==> config.mk <==
export PLATFORM = sky130hd
export DESIGN_NAME = sqw_irq_unit
export DESIGN_NICKNAME = d
export VERILOG_FILES = /design/src/rtl/sqw_irq_pkg.sv /design/src/rtl/sqw_div_chain.sv /design/src/rtl/sqw_tap_sel.sv /design/src/rtl/sqw_flag_bank.sv /design/src/rtl/sqw_irq_unit.sv
export SDC_FILE = /design/constraint.sdc
export NUM_CORES = 1
export LEC_CHECK = 0
export BUFFER_PORTS_ARGS = -buffer_cell sky130_fd_sc_hd__clkbuf_2
export CAP_MARGIN = 20
export CORE_UTILIZATION = 45
export CTS_CLUSTER_DIAMETER = 30
export DETAILED_ROUTE_END_ITERATION = 7
export HOLD_SLACK_MARGIN = 0.06
export PLACE_DENSITY = 0.66
export REMOVE_ABC_BUFFERS = 1
export SLEW_MARGIN = 20
export SYNTH_ARGS = -nofsm -noshare
export SYNTH_HDL_FRONTEND = slang
export SYNTH_HIERARCHICAL = 1
export SYNTH_SLANG_ARGS = --single-unit
==> constraint.sdc <==
create_clock -name clk -period 2.7 [get_ports clk]
set_input_delay 0.135 -clock clk [delete_from_list [all_inputs] [get_ports clk]]
set_output_delay 0.135 -clock clk [all_outputs]
set_load 0.05 [all_outputs]
==> src/rtl/sqw_irq_pkg.sv <==
`timescale 1ns/1ps
package sqw_irq_pkg;

   // Event flag set, packed so that bit 2 = periodic, 1 = alarm, 0 = update.
   typedef struct packed {
      logic periodic;
      logic alarm;
      logic update;
   } evt_flags_t;

   // Maps a rate code to a divider stage index. Code 0 is the "off" code
   // and returns 0; the caller gates the stage with a separate enable.
   function automatic int tap_index(input int code, input int offs,
                                    input int alias_a, input int alias_b);
      if (code == 0)      return 0;
      else if (code == 1) return alias_a;
      else if (code == 2) return alias_b;
      else                return code - offs;
   endfunction

endpackage

==> src/rtl/sqw_div_chain.sv <==
`timescale 1ns/1ps
module sqw_div_chain #(
   parameter int DIV_W = 15
) (
   input  logic             clk,
   input  logic             rst_n,
   input  logic             osc_tick,
   output logic [DIV_W-1:0] cnt_o,
   output logic [DIV_W-1:0] carry_o,
   output logic             sec_tick_o
);

   logic [DIV_W-1:0] cnt_q;
   logic [DIV_W-1:0] carry;

   initial begin : p_param_chk
      assert (DIV_W >= 2 && DIV_W <= 24)
         else $error("sqw_div_chain: DIV_W out of range");
   end

   // carry[k] is high when stages 0..k are all ones: stage k+1 toggles next tick
   always_comb begin
      carry[0] = cnt_q[0];
      for (int k = 1; k < DIV_W; k++) begin
         carry[k] = carry[k-1] & cnt_q[k];
      end
   end

   always_ff @(posedge clk or negedge rst_n) begin
      if (!rst_n) begin
         cnt_q <= '0;
      end else if (osc_tick) begin
         cnt_q <= cnt_q + 1'b1;
      end
   end

   assign cnt_o      = cnt_q;
   assign carry_o    = carry;
   assign sec_tick_o = osc_tick & carry[DIV_W-1];

   // a second tick is the wrap point of the divider
   a_r2_wrap_to_zero: assert property (@(posedge clk) disable iff (!rst_n)
      sec_tick_o |=> (cnt_q == '0));

   // without a tick the divider holds
   a_r2_hold_idle: assert property (@(posedge clk) disable iff (!rst_n)
      !osc_tick |=> $stable(cnt_q));

endmodule

==> src/rtl/sqw_tap_sel.sv <==
`timescale 1ns/1ps
module sqw_tap_sel #(
   parameter int DIV_W       = 15,
   parameter int RATE_W      = 4,
   parameter int OSC_W       = 3,
   parameter int FAST_CODE   = 3,
   parameter int TAP_OFFSET  = 2,
   parameter int ALIAS_A_BIT = 6,
   parameter int ALIAS_B_BIT = 7,
   parameter bit FAST_BYPASS = 1'b1
) (
   input  logic              clk,
   input  logic              rst_n,
   input  logic              osc_tick,
   input  logic [DIV_W-1:0]  cnt_i,
   input  logic [DIV_W-1:0]  carry_i,
   input  logic [RATE_W-1:0] rate_sel,
   input  logic [OSC_W-1:0]  osc_mode,
   input  logic              sqw_en,
   input  logic              fast_en,
   output logic              sqw_o,
   output logic              tap_evt_o
);
   import sqw_irq_pkg::*;

   localparam int IDX_W    = $clog2(DIV_W);
   localparam int MAX_CODE = (1 << RATE_W) - 1;
   localparam int MAX_IDX  = MAX_CODE - TAP_OFFSET;

   initial begin : p_param_chk
      assert (MAX_IDX < DIV_W && MAX_IDX >= 0)
         else $error("sqw_tap_sel: top rate code selects beyond divider");
      assert (ALIAS_A_BIT < DIV_W && ALIAS_B_BIT < DIV_W)
         else $error("sqw_tap_sel: alias stage beyond divider");
      assert (FAST_CODE < (1 << OSC_W))
         else $error("sqw_tap_sel: fast code does not fit mode field");
   end

   logic [IDX_W-1:0] tap_idx;
   logic             rate_on;
   logic             tap_lvl;
   logic             fast_sel;

   assign tap_idx   = IDX_W'(tap_index(int'(rate_sel), TAP_OFFSET,
                                       ALIAS_A_BIT, ALIAS_B_BIT));
   assign rate_on   = (rate_sel != '0);
   assign tap_lvl   = rate_on & cnt_i[tap_idx];
   assign tap_evt_o = rate_on & osc_tick & carry_i[tap_idx];

   generate
      if (FAST_BYPASS) begin : g_fast
         assign fast_sel = fast_en & (osc_mode == OSC_W'(FAST_CODE));
      end else begin : g_plain
         assign fast_sel = 1'b0;
      end
   endgenerate

   assign sqw_o = sqw_en & (fast_sel ? osc_tick : tap_lvl);

   // disabled output stays low
   a_r6_gate_low: assert property (@(posedge clk) disable iff (!rst_n)
      !sqw_en |-> !sqw_o);

   // off code produces no periodic event
   a_r3_no_event: assert property (@(posedge clk) disable iff (!rst_n)
      (rate_sel == '0) |-> !tap_evt_o);

   // a periodic event always moves the divider
   a_r8_evt_moves: assert property (@(posedge clk) disable iff (!rst_n)
      tap_evt_o |=> (cnt_i != $past(cnt_i)));

endmodule

==> src/rtl/sqw_flag_bank.sv <==
`timescale 1ns/1ps
module sqw_flag_bank #(
   parameter int NUM_FLAGS = 3
) (
   input  logic                 clk,
   input  logic                 rst_n,
   input  logic [NUM_FLAGS-1:0] set_i,
   input  logic [NUM_FLAGS-1:0] mask_i,
   input  logic                 rd_i,
   output logic [NUM_FLAGS-1:0] flags_o,
   output logic                 irq_o
);

   initial begin : p_param_chk
      assert (NUM_FLAGS >= 1 && NUM_FLAGS <= 16)
         else $error("sqw_flag_bank: NUM_FLAGS out of range");
   end

   logic [NUM_FLAGS-1:0] flag_q;

   generate
      for (genvar g = 0; g < NUM_FLAGS; g++) begin : g_flag
         always_ff @(posedge clk or negedge rst_n) begin
            if (!rst_n) begin
               flag_q[g] <= 1'b0;
            end else begin
               // a read clears, but a fresh event in the same cycle wins
               flag_q[g] <= (flag_q[g] & ~rd_i) | set_i[g];
            end
         end

         // an event is never lost
         a_r11_keep_event: assert property (@(posedge clk) disable iff (!rst_n)
            set_i[g] |=> flag_q[g]);

         // a read without a new event leaves the flag clear
         a_r10_read_clears: assert property (@(posedge clk) disable iff (!rst_n)
            (rd_i && !set_i[g]) |=> !flag_q[g]);
      end
   endgenerate

   assign flags_o = flag_q;
   assign irq_o   = |(flag_q & mask_i);

   // no request with every mask off
   a_r9_masked_quiet: assert property (@(posedge clk) disable iff (!rst_n)
      (mask_i == '0) |-> !irq_o);

   // request drops after a read that brings no event
   a_r10_release: assert property (@(posedge clk) disable iff (!rst_n)
      (rd_i && set_i == '0) |=> !irq_o);

endmodule

==> src/rtl/sqw_irq_unit.sv <==
`timescale 1ns/1ps
module sqw_irq_unit #(
   parameter int DIV_W       = 15,
   parameter int RATE_W      = 4,
   parameter int OSC_W       = 3,
   parameter int FAST_CODE   = 3,
   parameter int TAP_OFFSET  = 2,
   parameter int ALIAS_A_BIT = 6,
   parameter int ALIAS_B_BIT = 7,
   parameter bit FAST_BYPASS = 1'b1
) (
   input  logic              clk,
   input  logic              rst_n,
   input  logic              osc_tick,
   input  logic [RATE_W-1:0] rate_sel,
   input  logic [OSC_W-1:0]  osc_mode,
   input  logic              sqw_en,
   input  logic              fast_en,
   input  logic              per_mask,
   input  logic              alm_mask,
   input  logic              upd_mask,
   input  logic              alarm_evt,
   input  logic              update_evt,
   input  logic              stat_rd,
   output logic              sec_tick,
   output logic              sqw_out,
   output logic              irq_n,
   output logic              irq_drive,
   output logic [3:0]        stat_data
);
   import sqw_irq_pkg::*;

   localparam int NUM_FLAGS = $bits(evt_flags_t);

   initial begin : p_param_chk
      assert (NUM_FLAGS + 1 == 4)
         else $error("sqw_irq_unit: status width mismatch");
   end

   logic [DIV_W-1:0] cnt;
   logic [DIV_W-1:0] carry;
   logic             tap_evt;
   logic             irq;
   evt_flags_t       set_s;
   evt_flags_t       mask_s;
   evt_flags_t       flags_s;

   sqw_div_chain #(.DIV_W(DIV_W)) u_div (
      .clk        (clk),
      .rst_n      (rst_n),
      .osc_tick   (osc_tick),
      .cnt_o      (cnt),
      .carry_o    (carry),
      .sec_tick_o (sec_tick)
   );

   sqw_tap_sel #(
      .DIV_W       (DIV_W),
      .RATE_W      (RATE_W),
      .OSC_W       (OSC_W),
      .FAST_CODE   (FAST_CODE),
      .TAP_OFFSET  (TAP_OFFSET),
      .ALIAS_A_BIT (ALIAS_A_BIT),
      .ALIAS_B_BIT (ALIAS_B_BIT),
      .FAST_BYPASS (FAST_BYPASS)
   ) u_tap (
      .clk       (clk),
      .rst_n     (rst_n),
      .osc_tick  (osc_tick),
      .cnt_i     (cnt),
      .carry_i   (carry),
      .rate_sel  (rate_sel),
      .osc_mode  (osc_mode),
      .sqw_en    (sqw_en),
      .fast_en   (fast_en),
      .sqw_o     (sqw_out),
      .tap_evt_o (tap_evt)
   );

   assign set_s  = '{periodic: tap_evt,  alarm: alarm_evt, update: update_evt};
   assign mask_s = '{periodic: per_mask, alarm: alm_mask,  update: upd_mask};

   sqw_flag_bank #(.NUM_FLAGS(NUM_FLAGS)) u_flags (
      .clk     (clk),
      .rst_n   (rst_n),
      .set_i   (set_s),
      .mask_i  (mask_s),
      .rd_i    (stat_rd),
      .flags_o (flags_s),
      .irq_o   (irq)
   );

   assign irq_n     = ~irq;
   assign irq_drive = irq;
   assign stat_data = {irq, flags_s};

   // pad drive and level always agree
   a_r9_pad_agree: assert property (@(posedge clk) disable iff (!rst_n)
      irq_drive != irq_n);

endmodule

After elaboration in Yosys (flattened, before gate mapping)
Index checks and enable logic that the tools add are counted.
- $add $sub $neg: 2
- order comparisons: 1
- equal/unequal tests: 3
- muxes and demuxes: 8
- bitwise operators: 29
- reduce and logical (&&, ||, !) cells: 3
- operator list (cell ; count):
    1-bit bitwise AND ; 23
    15-bit by 1-bit adder with 15-bit output, second input constant ; 1
    4-bit two-way mux ; 3
    1-bit binary-select mux with 4-bit select ; 2
    4-bit by 5-bit less-than comparator with 1-bit output, second input constant ; 1
    4-bit by 2-bit == test with 1-bit output, second input constant ; 1
    4-bit by 3-bit == test with 1-bit output, second input constant ; 1
    4-bit logical NOT ; 1
    4-bit nonzero test ; 1
    4-bit by 2-bit subtractor with 4-bit output, second input constant ; 1
    3-bit bitwise AND ; 1
    3-bit by 2-bit == test with 1-bit output, second input constant ; 1
    1-bit two-way mux ; 3
    1-bit bitwise OR ; 3
    3-bit OR reduction ; 1
    1-bit NOT ; 2
- register bits: 18
- output and inout bits: 8
- word-level logic and storage cells: 50

Logic depth before layout (Yosys ltp)
Gate-level depths: netlist of run 1.
- word-level depth: 18
- gate-level depth with buffers: 10
- depth with buffers taken out: 9

Modules after synthesis
The synthesis of run 1 kept the hierarchy.
- modules (own cells, without submodules) (module ; instances ; cells each ; area an instance (um^2) ; seq. area each (um^2)):
    sqw_div_chain ; 1 ; 76 ; 827.0 ; 375.4
    sqw_tap_sel ; 1 ; 94 ; 609.3 ; 0.0
    sqw_flag_bank ; 1 ; 9 ; 116.4 ; 75.1
    sqw_irq_unit ; 1 ; 2 ; 11.3 ; 0.0

Worst setup path after synthesis of run 1
No wires, ideal clock.
- path kind: input to output
- start point: in rate_sel[1]
- end point: out sqw_out
- arrival: 2.607 ns
- required time: 2.565 ns
- setup slack: -0.042 ns
- stages: 9
- path buffers: 3
- cells stage by stage: clkbuf_1 inv_1 ha_1 clkbuf_1 clkbuf_1 nor3_1 o21bai_1 a311oi_1 nor3_1
- cells in the longest elaborated chain, start to end: 9
- elaborated cells on any way between the ends: 13
- classes of those cells: add/sub: 1; eq/ne: 2; mux: 6; bitwise: 2; reduce/logical: 2
- RTL lines (item ; line ; source):
    start, declared ; sqw_irq_unit.sv:15 ; input logic [RATE_W-1:0] rate_sel,
    4-bit by 2-bit subtractor with 4-bit output or 4-bit by 3-bit == test with 1-bit output (tied branches) ; sqw_irq_pkg.sv:18, sqw_irq_pkg.sv:17 ;
    4-bit two-way mux ; sqw_irq_pkg.sv:17 ; else if (code == 2) return alias_b;
    4-bit two-way mux ; sqw_irq_pkg.sv:16 ; else if (code == 1) return alias_a;
    4-bit two-way mux ; sqw_irq_pkg.sv:15 ; if (code == 0) return 0;
    1-bit binary-select mux with 4-bit select ; sqw_tap_sel.sv:47 ; assign tap_lvl = rate_on & cnt_i[tap_idx];
    1-bit two-way mux (not written as such) ; sqw_tap_sel.sv:47 ;
    1-bit bitwise AND * ; sqw_tap_sel.sv:47 ;
    1-bit two-way mux * ; sqw_tap_sel.sv:58 ; assign sqw_o = sqw_en & (fast_sel ? osc_tick : tap_lvl);
    1-bit bitwise AND * ; sqw_tap_sel.sv:58 ;
    end, declared ; sqw_irq_unit.sv:26 ; output logic sqw_out,
Mark *: on every way between the ends. The rest lies on a longest branch, timed or not. The select of a mux whose other input is x is not followed.

Worst setup path after layout of run 1
- start point: in rate_sel[2]
- end point: out sqw_out
The elaborated chain is that of the path after synthesis.

==> qor_table.md, run 1 <==
| Item | Value |
|---|---|
| Height of the chip | 61.0 um |
| Site Rows | 21 |
| Layout Area Growth over Synthesis | 10.2% |
| F_max | 427 MHz |
| Share of final-layout standard cells stronger than drive strength 1 | 0.231 |
| Maximum root-to-sink buffer count | 2 |
| Number of nets in the layout | 222 |
| Placed cell areas | 1670 um^2 |
| CTS sink count | 18 |
| Setup skew after layout | 0.0106 ns |
| Crit. End Element | primary output |
| Total core area | 3340 um^2 |
| Final Cycle Share | 0.868 |
| Dominant synthesized flop cell | dfrtp_1 |
| Count of pins on the block boundary | 26 |
| Via count | 1441 |
| Largest net degree at the start of global routing | 34 |
| Initial antenna violation count | 0 |
| Worst Max-Slew Pin Slew | 0.633 ns |
| Combined global-route utilization of all metal layers | 0.225 |
| RSZ-0062 raised after global routing | no |
| Antenna Violating Nets Remaining | 0 |
| Fillcell total | 315 |
| Via-to-Cell Ratio | 5.88 |
| Critical path data arrival time | 2.21 ns |
| Number of register bits inferred by synthesis | 18 |
| Die Area | 3720 um^2 |
| Chip Width | 61.0 um |
| Max-capacitance violation count | 0 |
| Number of H-tree levels | 1 |
| Number of instances in the placed design | 239 |
| Number of violations reported at the end of detailed-routing iteration 0 | 70 |
| Antenna fix cells | 0 |
| Average instance area after synthesis | 8.64 um^2 |
| Starting utilization of the core area | 0.469 |
| Library cell used as clock root buffer | clkbuf_4 |
| Flop2flop setup slack | 0.37 ns |
| Power density over the cells | 517 nW/um^2 |
| Avg WL per Cell | 15.3 um |
| Ranking of synthesized cells by area | dfrtp_1 29%, xnor2_1 3.9%, xor2_1 3.9%, nor3_1 3.2%, buf_4 2.9% |
| Worst setup path category | in -> out |
| Yosys warnings | 6 |
| Clock buffers created by TritonCTS | 3 |
| Fraction of the yosys area taken by sequential cells | 0.288 |
| EDFF count, synth | 0 |
| Worst-path clk slew | 0.10 ns |
| Gate Count Post-Synth | 181 |
| Count of different cell masters after synthesis | 57 |
| Ranking of synthesized cells by instance count | 18 x dfrtp_1, 12 x nand2_1, 10 x nor3_1, 9 x inv_1, 8 x nor2_1 |
| Sum of net half-perimeters after detailed placement | 2790 um |
| Via count of the first global-routing pass | 1359 |
| Total detailed-routing wirelength | 3750 um |
| Final hold violations | 0 |
| Data required time at the worst endpoint | 2.57 ns |
| Detailed-routing iteration count for the pre-antenna-repair pass | 4 |
| Cell area after technology mapping | 1560 um^2 |
| Headroom to the max-slew limit | 0.578 |
| Cell type contributing the most total cell area after synthesis | dfrtp_1 |
| Number of port buffers | 25 |
| Worst Setup Start Kind | primary input |
| Remaining routing DRC violations | 0 |
| Static Leak | 0.826 nW |
| Dominant cell by count in the synthesized netlist | dfrtp_1 |
| Accumulated negative setup slack | 0 ns |
| Proportion of synthesized flip-flops having asynchronous set or reset | 1.00 |
| Pins over their slew limit | 0 |
| First-pass GRT wire length | 6110 um |
| Remaining Overflow, GRT | 0 |
| Post-layout instance area | 1720 um^2 |
| Time the final worst path needs with I/O delays and setup | 2.34 ns |
| Final cell utilization of the core | 0.517 |
| Status | finished, final reports clean |
| Maximum vdd drop | 0.000352 V |
| Path class of the lowest-slack min-delay path | in -> reg |
| Endpoints failing setup | 0 |
| CTS tree | built |
| Setup bufs post-CTS | 0 |
| Non-filler instance count after layout | 245 |
| Clock latency of the later-clocked register in the worst-skew pair | 0.29 ns |
| GP Congestion | 0.958 |
| Fraction of post-synthesis cell area in the top cell type by area | 0.288 |
| Maximum fanout along the worst path | 10 |
## where the power goes
group	switching, mW	internal (mW)	leakage [nW]	total (mW)
clock	0.0767	0.0519	0.0138	0.129
combinational	0.188	0.147	0.580	0.335
sequential	0.104	0.324	0.232	0.428
## cells in the final DEF (no fill, tap or decap), drive strengths merged, types with 3 or more instances in the layout
cell type | synthesis | layout
a21oi | 6 | 6
nand3 | 4 | 4
xnor2 | 7 | 7
nor2 | 10 | 10
dlygate4sd3 | 0 | 3
clkbuf | 5 | 28
o21ai | 10 | 10
nand2 | 12 | 12
nor4 | 4 | 4
mux2 | 3 | 3
xor2 | 7 | 7
nor3 | 10 | 10
a22o | 4 | 4
inv | 9 | 9
nand2b | 4 | 4
nand4 | 6 | 6
mux2i | 4 | 4
ha | 3 | 3
a21o | 6 | 6
and3 | 7 | 7
dfrtp | 18 | 18
## critical path, cell delays in order
cell      delay, ns
clkbuf_2       0.18
inv_1          0.06
ha_1           0.43
mux2i_1        0.29
a21oi_2        0.08
or4_1          0.53
a31oi_1        0.18
nor3_1         0.07
clkbuf_2       0.24
## logic make-up after synthesis
logic type,synth area share
buffers and inverters,0.0792
AND/OR/NAND/NOR,0.288
AO/OA/AOI/OAI,0.195
multiplexers,0.0472
adder cells (fa/ha/maj),0.0240
flip-flops,0.288
XOR/XNOR,0.0784
## final cells by class
| cell class | count | area, um^2 | area share |
|---|---|---|---|
| inverter | 9 | 33.8 | 0.0196 |
| multi-input combinational | 139 | 990 | 0.574 |
| tap | 46 | 57.6 | 0.0334 |
| clock buffer | 3 | 22.5 | 0.0131 |
| sequential | 18 | 450 | 0.261 |
| timing repair buffer | 30 | 170 | 0.0987 |
## sequential cells by signal, summed over array words and instances, names as in the netlist
name and flops:
u_div/cnt_o 15, u_flags/flags_o 3
## final timing paths
check | cells after the start | startpoint | to
setup / recovery | 9 | rate_sel[2] | sqw_out
hold / removal | 3 | stat_rd | u_flags/flags_o[2]
setup reg to reg | 9 | u_div/cnt_o[0] | u_flags/flags_o[2]
hold reg to reg | 1 | u_flags/flags_o[2] | u_flags/flags_o[2]
max in group asynchronous | 2 | rst_n | u_div/cnt_o[7]
min in group asynchronous | 2 | rst_n | u_flags/flags_o[1]
## through the flow
stage	power [mW]	setup slack, ns	hold slack, ns
finish	0.892	0.356	0.161
global route	0.963	0.221	0.164
CTS	0.900	0.346	0.155
detailed placement	0.764	0.370	0.114
global placement	0.750	0.427	0.100
floorplan	0.648	0.381	-0.161
## per-layer routing
| metal | vias to the layer above | GRT usage | wire (um) |
|---|---|---|---|
| met3 | 9 | 0.0490 | 244 |
| met2 | 50 | 0.381 | 1800 |
| li1 | 697 | - | - |
| met4 | 0 | 0.0909 | 37 |
| met5 | - | 0 | 0 |
| met1 | 685 | 0.276 | 1660 |
## what timing repair did
item	CTS	global route
endpoints found under the hold margin	20	0
resized for setup	0	0
hold buffers	3	0
Power figures use the tool's default switching activity.
==> run 2: changes to the inputs <==
- CORE_UTILIZATION: 45 -> 56
- PLACE_DENSITY: 0.66 -> 0.79
==> qor_table.md, run 2 (synthesis results as in run 1) <==
| Item | Value | vs previous |
|---|---|---|
| Detailed-routing iteration count for the pre-antenna-repair pass | 4 | unchanged |
| Number of H-tree levels | 1 | unchanged |
| Worst reg2reg path startpoint | u_div/cnt_o[0] | unchanged |
| Flop2flop setup slack | 0.36 ns | was 0.37 ns |
| Endpoint of the worst register-to-register path | u_flags/flags_o[2] | unchanged |
| Remaining routing DRC violations | 0 | unchanged |
| Library cell used as clock root buffer | clkbuf_4 | unchanged |
| Number of port buffers | 25 | unchanged |
| Crit. End Element | primary output | unchanged |
| Worst Setup Start Kind | register | was primary input |
| Count of pins on the block boundary | 26 | unchanged |
| Hold buffer count at cts | 3 | unchanged |
| Via count of the first global-routing pass | 1319 | was 1359 |
| Final Cycle Share | 0.879 | was 0.868 |
| Final Power | 0.939 mW | was 0.892 mW |
| RSZ-0062 raised after global routing | no | unchanged |
| Total detailed-routing wirelength | 3610 um | was 3750 um |
| Pins over their slew limit | 0 | unchanged |
| Endpoints failing setup | 0 | unchanged |
| CTS tree | built | unchanged |
| Maximum root-to-sink buffer count | 2 | unchanged |
| Remaining Overflow, GRT | 0 | unchanged |
| Path depth of the worst reg2reg path | 9 | unchanged |
| Layout Area Growth over Synthesis | 10.3% | was 10.2% |
| Number of cells upsized or downsized after cts | 0 | unchanged |
| First-pass GRT wire length | 5760 um | was 6110 um |
| Sum of net half-perimeters after detailed placement | 2670 um | was 2790 um |
| Setup bufs post-CTS | 0 | unchanged |
| Worst Max-Slew Pin Slew | 0.518 ns | was 0.633 ns |
| Data required time at the worst endpoint | 2.57 ns | about the same |
| Leading cell types in the layout, fill and taps excluded | 25 x clkbuf_2, 18 x dfrtp_1, 12 x nand2_1 | unchanged |
| Delay of the slowest cell on the worst path | 0.44 ns | was 0.53 ns |
| Headroom to the max-slew limit | 0.654 | was 0.578 |
| Static Leak | 0.838 nW | was 0.826 nW |
| Critical path, cell by cell | ha_1 > ha_1 > nand4_2 > nor4_4 > and3_1 > clkbuf_2 | was clkbuf_2 > inv_1 > ha_1 > mux2i_1 > a21oi_2 > or4_1 > a31oi_1 > nor3_1 > clkbuf_2 |
| Path class of the lowest-slack min-delay path | in -> reg | unchanged |
| Combined global-route utilization of all metal layers | 0.274 | was 0.225 |
| Placed cell areas | 1660 um^2 | was 1670 um^2 |
| Setup skew after layout | 0.00415 ns | was 0.0106 ns |
| Clock latency of the later-clocked register in the worst-skew pair | 0.30 ns | was 0.29 ns |
| Post-layout instance area | 1730 um^2 | was 1720 um^2 |
| Critical path endpoint | sec_tick | was sqw_out |
| Max reg flops | 15 | unchanged |
| Clock buffers created by TritonCTS | 3 | unchanged |
| Post-layout worst setup margin | 0.326 ns | was 0.356 ns |
| Slowest CP cell | dfrtp_1 | was or4_1 |
| Largest net degree at the start of global routing | 22 | was 34 |
| Height of the chip | 54.8 um | was 61.0 um |
| Antenna Violating Nets Remaining | 0 | unchanged |
| Status | finished, final reports clean | unchanged |
| F_max | 421 MHz | was 427 MHz |
| Power density over the cells | 544 nW/um^2 | was 517 nW/um^2 |
| Final cell utilization of the core | 0.672 | was 0.517 |
| Total core area | 2570 um^2 | was 3340 um^2 |
| Most prevalent standard cell on the critical path | ha_1 | was clkbuf_2 |
| Max-capacitance violation count | 0 | unchanged |
| Via count | 1441 | unchanged |
| Final hold violations | 0 | unchanged |
| Die Area | 3010 um^2 | was 3720 um^2 |
| Antenna fix cells | 0 | unchanged |
| Number of violations reported at the end of detailed-routing iteration 0 | 41 | was 70 |
| Chip Width | 54.8 um | was 61.0 um |
| Via-to-Cell Ratio | 6.24 | was 5.88 |
| CTS sink count | 18 | unchanged |
| Most common cell after layout, fill and taps aside | clkbuf_2 | unchanged |
| GP Congestion | 0.874 | was 0.958 |
| Starting utilization of the core area | 0.609 | was 0.469 |
| Time the final worst path needs with I/O delays and setup | 2.37 ns | was 2.34 ns |
| Worst-path clk slew | 0.11 ns | was 0.10 ns |
| Setup crit start | u_div/cnt_o[0] | was rate_sel[2] |
| Avg WL per Cell | 15.6 um | was 15.3 um |
| Accumulated negative setup slack | 0 ns | unchanged |
| Pre-CTS setup slack | 0.389 ns | was 0.370 ns |
| Share of final-layout standard cells stronger than drive strength 1 | 0.239 | was 0.231 |
| Initial antenna violation count | 0 | unchanged |
| Worst setup path category | reg -> out | was in -> out |
| Number of nets in the layout | 223 | was 222 |
| Critical path data arrival time | 2.24 ns | was 2.21 ns |
| Site Rows | 18 | was 21 |
| Maximum vdd drop | 0.000430 V | was 0.000352 V |
| Maximum fanout along the worst path | 5 | was 10 |
run 2: worst min path at each step:
stage | slack [ns] | endpoint | startpoint | cells after the start
after CTS | 0.12 | u_flags/flags_o[2] | stat_rd | 3
after global placement | 0.09 | u_div/cnt_o[14] | rst_n | 1
after detailed placement | 0.1 | u_flags/flags_o[2] | rst_n | 1
final | 0.13 | u_flags/flags_o[2] | stat_rd | 3
after floorplan | -0.16 | u_div/cnt_o[0] | rst_n | 0
after global routing | 0.14 | u_flags/flags_o[2] | stat_rd | 3
run 2: where the power goes:
part	switching [mW]	leakage, nW	internal, mW
clock	0.0951	0.0210	0.0822
combinational	0.187	0.585	0.147
sequential	0.103	0.232	0.324
total	0.386	0.838	0.553
run 2: critical path, delay by kind of cell (launching register included):
family | cells | cell delay, ns
adders and majority gates | 2 | 0.48
buffers and inverters | 1 | 0.27
DFF | 1 | 0.44
and+or+nand+nor | 3 | 0.76
run 2: per-layer routing:
| metal | routed length [um] | track usage | vias up |
|---|---|---|---|
| li1 | - | - | 697 |
| met4 | 45 | 0.0855 | 0 |
| met3 | 158 | 0.0472 | 8 |
| met2 | 1790 | 0.464 | 50 |
| met5 | 0 | 0 | - |
| met1 | 1620 | 0.347 | 686 |
run 2: final cells by class:
class | instances | area [um^2]
fill | 217 | 842
timing repair buffer | 31 | 178
clock buffer | 4 | 36.3
sequential | 18 | 450
multi-input combinational | 139 | 990
tap | 30 | 37.5
inverter | 9 | 33.8
run 2: through the flow:
step	instances	hold slack [ns]
global placement	224	0.0852
global route	231	0.140
floorplan	166	-0.161
finish	231	0.133
detailed placement	224	0.0986
CTS	231	0.125
